<file path="src/rtl/i2c_as_pkg.sv">
package i2c_as_pkg;
  typedef enum logic [3:0] {
    ST_IDLE,
    ST_ACK_LO,
    ST_ACK_REL,
    ST_ACK_HI,
    ST_STP_SDA,
    ST_STP_CNT1,
    ST_STP_SCLREL,
    ST_STP_CNT2,
    ST_STP_SDAREL,
    ST_STP_CNT3
  } seq_state_t;
endpackage

</file>
<file path="src/rtl/i2c_as_sync.sv">
module i2c_as_sync #(
  parameter int STAGES = 2,
  parameter int WIDTH  = 2
) (
  input  logic             clk,
  input  logic             rst,
  input  logic [WIDTH-1:0] d,
  output logic [WIDTH-1:0] q
);
  logic [STAGES-1:0][WIDTH-1:0] pipe;

  generate
    if (STAGES == 1) begin : g_single
      always_ff @(posedge clk) begin
        if (rst) pipe <= '1;
        else     pipe <= d;
      end
    end else begin : g_chain
      always_ff @(posedge clk) begin
        if (rst) pipe <= '1;
        else     pipe <= {pipe[STAGES-2:0], d};
      end
    end
  endgenerate

  assign q = pipe[STAGES-1];
endmodule

</file>
<file path="src/rtl/i2c_as_brg.sv">
module i2c_as_brg #(
  parameter int CNT_W = 8
) (
  input  logic             clk,
  input  logic             rst,
  input  logic             load,
  input  logic             halt,
  input  logic [CNT_W-1:0] reload,
  output logic             tick
);
  logic [CNT_W-1:0] cnt;
  logic             run;

  always_ff @(posedge clk) begin
    if (rst) begin
      cnt <= '0;
      run <= 1'b0;
    end else if (load) begin
      cnt <= reload;
      run <= 1'b1;
    end else if (halt) begin
      run <= 1'b0;
    end else if (run && cnt != '0) begin
      cnt <= cnt - CNT_W'(1);
    end
  end

  assign tick = run && (cnt == '0);

  assert_load_R2: assert property (@(posedge clk) disable iff (rst)
    load |=> (run && cnt == $past(reload)));
  assert_count_R2: assert property (@(posedge clk) disable iff (rst)
    (run && cnt != '0 && !load && !halt) |=> (cnt == $past(cnt) - CNT_W'(1)));
endmodule

</file>
<file path="src/rtl/i2c_as_fsm.sv">
module i2c_as_fsm
  import i2c_as_pkg::*;
(
  input  logic clk,
  input  logic rst,
  input  logic ack_req,
  input  logic ack_bit,
  input  logic stop_req,
  input  logic scl_s,
  input  logic sda_s,
  input  logic tick,
  output logic brg_load,
  output logic brg_halt,
  output logic scl_oe,
  output logic sda_oe,
  output logic ack_busy,
  output logic stop_busy,
  output logic stop_set,
  output logic done_set
);
  seq_state_t state, nxt;
  logic       scl_n, sda_n;

  always_comb begin
    nxt      = state;
    scl_n    = scl_oe;
    sda_n    = sda_oe;
    brg_load = 1'b0;
    brg_halt = 1'b0;
    stop_set = 1'b0;
    done_set = 1'b0;
    case (state)
      ST_IDLE: begin
        if (ack_req) begin
          nxt      = ST_ACK_LO;
          brg_load = 1'b1;
          scl_n    = 1'b1;
          sda_n    = ~ack_bit;
        end else if (stop_req) begin
          nxt   = ST_STP_SDA;
          scl_n = 1'b1;
          sda_n = 1'b1;
        end
      end
      ST_ACK_LO: if (tick) begin
        nxt      = ST_ACK_REL;
        brg_halt = 1'b1;
        scl_n    = 1'b0;
      end
      ST_ACK_REL: if (scl_s) begin
        nxt      = ST_ACK_HI;
        brg_load = 1'b1;
      end
      ST_ACK_HI: if (tick) begin
        nxt      = ST_IDLE;
        brg_halt = 1'b1;
        scl_n    = 1'b1;
        done_set = 1'b1;
      end
      ST_STP_SDA: if (!sda_s) begin
        nxt      = ST_STP_CNT1;
        brg_load = 1'b1;
      end
      ST_STP_CNT1: if (tick) begin
        nxt      = ST_STP_SCLREL;
        brg_halt = 1'b1;
        scl_n    = 1'b0;
      end
      ST_STP_SCLREL: if (scl_s) begin
        nxt      = ST_STP_CNT2;
        brg_load = 1'b1;
      end
      ST_STP_CNT2: if (tick) begin
        nxt      = ST_STP_SDAREL;
        brg_halt = 1'b1;
        sda_n    = 1'b0;
      end
      ST_STP_SDAREL: if (sda_s && scl_s) begin
        nxt      = ST_STP_CNT3;
        brg_load = 1'b1;
        stop_set = 1'b1;
      end
      ST_STP_CNT3: if (tick) begin
        nxt      = ST_IDLE;
        brg_halt = 1'b1;
        done_set = 1'b1;
      end
      default: nxt = ST_IDLE;
    endcase
  end

  always_ff @(posedge clk) begin
    if (rst) begin
      state     <= ST_IDLE;
      scl_oe    <= 1'b0;
      sda_oe    <= 1'b0;
      ack_busy  <= 1'b0;
      stop_busy <= 1'b0;
    end else begin
      state     <= nxt;
      scl_oe    <= scl_n;
      sda_oe    <= sda_n;
      ack_busy  <= (nxt == ST_ACK_LO) || (nxt == ST_ACK_REL) || (nxt == ST_ACK_HI);
      stop_busy <= (nxt == ST_STP_SDA) || (nxt == ST_STP_CNT1) || (nxt == ST_STP_SCLREL) ||
                   (nxt == ST_STP_CNT2) || (nxt == ST_STP_SDAREL) || (nxt == ST_STP_CNT3);
    end
  end

  assert_ack_drive_R2: assert property (@(posedge clk) disable iff (rst)
    (state == ST_IDLE && ack_req) |=> (scl_oe && ack_busy && sda_oe == !$past(ack_bit)));
  assert_scl_wait_R3: assert property (@(posedge clk) disable iff (rst)
    (state == ST_ACK_REL && !scl_s) |=> (state == ST_ACK_REL && !scl_oe));
  assert_stop_seen_R7: assert property (@(posedge clk) disable iff (rst)
    stop_set |-> (scl_s && sda_s && stop_busy && !scl_oe && !sda_oe));
  assert_exclusive_R10: assert property (@(posedge clk) disable iff (rst)
    !(ack_busy && stop_busy));
  assert_ignore_stop_R11: assert property (@(posedge clk) disable iff (rst)
    (ack_busy && stop_req) |=> !stop_busy);
endmodule

</file>
<file path="src/rtl/i2c_as_flags.sv">
module i2c_as_flags #(
  parameter int DATA_W = 8
) (
  input  logic              clk,
  input  logic              rst,
  input  logic              busy,
  input  logic              txbuf_wr,
  input  logic [DATA_W-1:0] txbuf_wdata,
  input  logic              done_set,
  input  logic              stop_set,
  input  logic              clr_irq,
  input  logic              clr_stop,
  input  logic              clr_wcol,
  output logic              irq_flag,
  output logic              stop_flag,
  output logic              wcol_flag,
  output logic [DATA_W-1:0] txbuf_q
);
  always_ff @(posedge clk) begin
    if (rst) begin
      irq_flag  <= 1'b0;
      stop_flag <= 1'b0;
      wcol_flag <= 1'b0;
      txbuf_q   <= '0;
    end else begin
      if (done_set)      irq_flag <= 1'b1;
      else if (clr_irq)  irq_flag <= 1'b0;
      if (stop_set)      stop_flag <= 1'b1;
      else if (clr_stop) stop_flag <= 1'b0;
      if (txbuf_wr && busy) wcol_flag <= 1'b1;
      else if (clr_wcol)    wcol_flag <= 1'b0;
      if (txbuf_wr && !busy) txbuf_q <= txbuf_wdata;
    end
  end

  assert_wcol_R8: assert property (@(posedge clk) disable iff (rst)
    (txbuf_wr && busy) |=> (wcol_flag && txbuf_q == $past(txbuf_q)));
  assert_irq_sticky_R9: assert property (@(posedge clk) disable iff (rst)
    (irq_flag && !clr_irq) |=> irq_flag);
  assert_wcol_sticky_R9: assert property (@(posedge clk) disable iff (rst)
    (wcol_flag && !clr_wcol) |=> wcol_flag);
endmodule

</file>
<file path="src/rtl/i2c_ackstop_seq.sv">
module i2c_ackstop_seq #(
  parameter int CNT_W       = 8,
  parameter int DATA_W      = 8,
  parameter int SYNC_STAGES = 2
) (
  input  logic              clk,
  input  logic              rst,
  input  logic [CNT_W-1:0]  reload,
  input  logic              ack_req,
  input  logic              ack_bit,
  input  logic              stop_req,
  input  logic              txbuf_wr,
  input  logic [DATA_W-1:0] txbuf_wdata,
  input  logic              clr_irq,
  input  logic              clr_stop,
  input  logic              clr_wcol,
  input  logic              scl_in,
  input  logic              sda_in,
  output logic              scl_oe,
  output logic              sda_oe,
  output logic              ack_busy,
  output logic              stop_busy,
  output logic              irq_flag,
  output logic              stop_flag,
  output logic              wcol_flag,
  output logic [DATA_W-1:0] txbuf_q
);
  logic [1:0] lines_s;
  logic       brg_load, brg_halt, tick, stop_set, done_set;

  i2c_as_sync #(.STAGES(SYNC_STAGES), .WIDTH(2)) u_sync (
    .clk(clk), .rst(rst), .d({sda_in, scl_in}), .q(lines_s)
  );

  i2c_as_brg #(.CNT_W(CNT_W)) u_brg (
    .clk(clk), .rst(rst), .load(brg_load), .halt(brg_halt),
    .reload(reload), .tick(tick)
  );

  i2c_as_fsm u_fsm (
    .clk(clk), .rst(rst), .ack_req(ack_req), .ack_bit(ack_bit),
    .stop_req(stop_req), .scl_s(lines_s[0]), .sda_s(lines_s[1]), .tick(tick),
    .brg_load(brg_load), .brg_halt(brg_halt), .scl_oe(scl_oe), .sda_oe(sda_oe),
    .ack_busy(ack_busy), .stop_busy(stop_busy), .stop_set(stop_set),
    .done_set(done_set)
  );

  i2c_as_flags #(.DATA_W(DATA_W)) u_flags (
    .clk(clk), .rst(rst), .busy(ack_busy | stop_busy), .txbuf_wr(txbuf_wr),
    .txbuf_wdata(txbuf_wdata), .done_set(done_set), .stop_set(stop_set),
    .clr_irq(clr_irq), .clr_stop(clr_stop), .clr_wcol(clr_wcol),
    .irq_flag(irq_flag), .stop_flag(stop_flag), .wcol_flag(wcol_flag),
    .txbuf_q(txbuf_q)
  );
endmodule

</file>
<file path="config.mk">
export PLATFORM = sky130hd
export DESIGN_NAME = i2c_ackstop_seq
export DESIGN_NICKNAME = d
export VERILOG_FILES = /design/src/rtl/i2c_as_pkg.sv /design/src/rtl/i2c_as_sync.sv /design/src/rtl/i2c_as_brg.sv /design/src/rtl/i2c_as_fsm.sv /design/src/rtl/i2c_as_flags.sv /design/src/rtl/i2c_ackstop_seq.sv
export SDC_FILE = /design/constraint.sdc
export NUM_CORES = 1
export LEC_CHECK = 0
export BUFFER_PORTS_ARGS = -buffer_cell sky130_fd_sc_hd__buf_2
export CORE_MARGIN = 3
export CORE_UTILIZATION = 45
export DETAILED_ROUTE_END_ITERATION = 10
export PLACE_DENSITY = 0.7
export SLEW_MARGIN = 15
export SYNTH_ARGS = -nofsm -noshare
export SYNTH_HDL_FRONTEND = slang
export SYNTH_SLANG_ARGS = --single-unit
</file>
<file path="constraint.sdc">
create_clock -name clk -period 2.2 [get_ports clk]
set_input_delay 0 -clock clk [delete_from_list [all_inputs] [get_ports clk]]
set_output_delay 0 -clock clk [all_outputs]
set_load 0.02 [all_outputs]
</file>
==> impl_results.md <==
* DRT iter0 DRCs at 54
* Total grt overflow at 0
* Chip Width at 64.4 µm
* Port Buffer Count at 41
* Synth Area per Inst at 8.98 µm²
* Share of the synthesized area in the top cell type at 0.417
* Post-Syn Area at 0.00154 mm²
* Vias per Instance at 5.14
* Largest net degree at the start of global routing at 32
* Main synth FF type: dfxtp_1
* Yosys synthesis warning count at 0
* Antenna fix cells at 0
* Setup WS pre-CTS at 0.157 ns
* First-pass GRT wire length at 6440 µm
* Relative slew slack at 0.559
* Total number of vias at 1,438
* Slowest stage cell, crit path: or4_1
* Share of layout cells above drive strength 1 at 0.292
* TNS Setup at 0 ns
* Minimum clock period at 1.97 ns
* Worst setup EP type: flop
* Syn_nets at 200
* Final-stage net count at 264
* Vias in the first global route at 1,398
* Max-Cap Viols at 0
* Routed len/inst at 12.9 µm
* Top-count cell post-synth: dfxtp_1
* CP delay by family, top: simple AND/OR/NAND/NOR gates
* Reg clk slew, reported paths at 0.09 ns
* Site Rows at 20
* Die area at 0.00415 mm²
* Fmax at 508 MHz
* Cell variety after synth at 44
* Yosys reg bits at 32
* Post-DP HPWL at 2570 µm
* CTS Buffer Depth at 2
* Final Max Tran Viols at 0
* Clock Root Buffer: clkbuf_4
* Final Setup Violations at 0
* Clock Skew at 0.00230 ns
* Routed wl met2 at 1750 µm
* DR pass1 iterations at 4
* Post-synth EDFFs at 0
* Cell Pwr Density at 819 mW/mm²
* CP bufs+invs at 1
* Max incr delay on CP at 0.44 ns
* Class of the worst hold path: input port to flop
* Fin area at 0.00208 mm²
* H-tree Lvls at 2
* Max layer used: met4
* Leading area contributor after synthesis: dfxtp_1
* Worst Max-Slew Pin Slew at 0.661 ns
* Core region area at 0.00315 mm²
* Final Hold Fails at 0
* Post-Synthesis Cells at 171
* WL final at 3620 µm
* Hold depth at 3
* Worst-Skew Late Latency at 0.32 ns
* Initial antenna violation count at 0
* Drt drc at 0
* CTS tree: done
* Placed instance area at 0.00178 mm²
* Post-synth top cells: 32 x dfxtp_1, 26 x nor2_1, 12 x a21oi_1
* Metal3 WL at 223 µm
* RSZ-0062 raised after global routing: false
* # IOs at 42
* Utilization after layout at 0.659
* CP Launch Type: flop
* GRT Total Usage at 0.194
* FF-to-FF path depth at 7
* WL met1 at 1630 µm
* Asr flop ratio synth at 0
* CP Data Required Time at 2.45 ns
* Synth area leaders: dfxtp_1 42%, nor2_1 6.4%, mux2i_1 5.9%
* Seq/Total Area, Yosys at 0.417
* Worst-path cell chain: inv_1, ha_1, or3b_4, o21ai_4, or4_1, xor2_1, a211oi_2
* Initial Util at 0.487
* WS Path Type: flop to flop
* Die Span Y at 64.4 µm
* Post-CTS setup buffers at 0
* Crit share post-route at 0.896
* CP Max Fanout at 5
* Status: finished, final reports clean
* Total clock sinks at 32
* Setup ws final at 0.230 ns
* Area Growth Syn to Fin at 35.4%
* CP Depth at 7
* Final Wtd Congestion at 0.825
* Crit path DAT at 2.22 ns
* CTS buffer count at 5
* DRT antenna net count at 0
* Leak at 0.895 nW
* VDD IR max at 0.400 mV
[metal layers]
metal  track usage  vias up
met2         0.320       52
met4        0.0554        0
li1              -      727
met1         0.251      657
met5             0        -
met3        0.0485        2
[final timing paths]
path,slack [ns],to,startpoint
setup / recovery,0.23,u_brg.cnt[3],u_brg.cnt[0]
hold / removal,0.03,u_brg.cnt[0],reload[0]
setup reg to reg,0.23,u_brg.cnt[3],u_brg.cnt[0]
hold reg to reg,0.42,u_sync.q[1],u_sync.pipe[1]
[registers in the layout (all words and copies together), names as in the netlist]
name / cells
u_brg.run: 1
u_flags.txbuf_q: 8
u_fsm.state: 4
u_flags.wcol_flag: 1
u_fsm.sda_oe: 1
u_flags.irq_flag: 1
u_fsm.ack_busy: 1
u_fsm.stop_busy: 1
u_sync.q: 2
u_brg.cnt: 8
u_flags.stop_flag: 1
u_sync.pipe: 2
u_fsm.scl_oe: 1
[layout make-up]
class / instances / area [µm²]
multi-input combinational: 123 / 831
timing repair buffer: 67 / 453
tap: 44 / 55.1
clock buffer: 6 / 41.3
fill: 285 / 1070
inverter: 6 / 22.5
clock inverter: 2 / 35.0
sequential: 32 / 641
[cell families after synthesis]
| logic type | synth area share |
|---|---|
| AO/OA/AOI/OAI | 0.165 |
| XOR/XNOR | 0.0399 |
| multiplexers | 0.0587 |
| buffers and inverters | 0.0473 |
| flip-flops | 0.417 |
| adder cells (fa/ha/maj) | 0.0163 |
| AND/OR/NAND/NOR | 0.255 |
[cell usage in the layout, fill, tap and decap left out, types with 4 or more instances in the layout]
cell type / count
buf_2: 41
dfxtp_1: 32
nor2_1: 26
dlygate4sd3_1: 21
a21oi_1: 12
nor3_1: 10
mux2i_1: 9
nand2_1: 7
inv_1: 6
nand2b_1: 5
xnor2_1: 5
clkbuf_4: 5
buf_4: 5
or2_2: 4
[where the power goes]
group	internal [W]	leakage, nW	switching (W)
sequential	0.000650	0.264	0.0000798
clock	0.000238	0.0422	0.000193
combinational	0.000248	0.588	0.000293
total	0.00114	0.895	0.000566
[metrics by stage]
step / instances / hold WS (ns) / power, W
6_report: 280 / 0.0255 / 0.00170
5_1_grt: 280 / 0.0218 / 0.00180
4_1_cts: 280 / 0.0163 / 0.00171
3_5_place_dp: 251 / 0.186 / 0.00125
3_3_place_gp: 251 / 0.185 / 0.00122
2_1_floorplan: 171 / 0.104 / 0.00112
[worst register-to-register path, delay by kind of cell (launching register included)]
kind	cells	cell delay [ns]
buffers and inverters	1	0.09
XOR/XNOR	1	0.17
flip-flops	1	0.36
AO/OA/AOI/OAI	2	0.31
AND/OR/NAND/NOR	2	0.75
adder cells (fa/ha/maj)	1	0.22
[timing repair]
item / in CTS / in global routing
gates resized for setup: 0 / 1
hold buffers: 21 / 0
setup endpoints to repair: 0 / 6
endpoints found under the hold margin: 20 / 0
(Power assumes the default switching activity.)
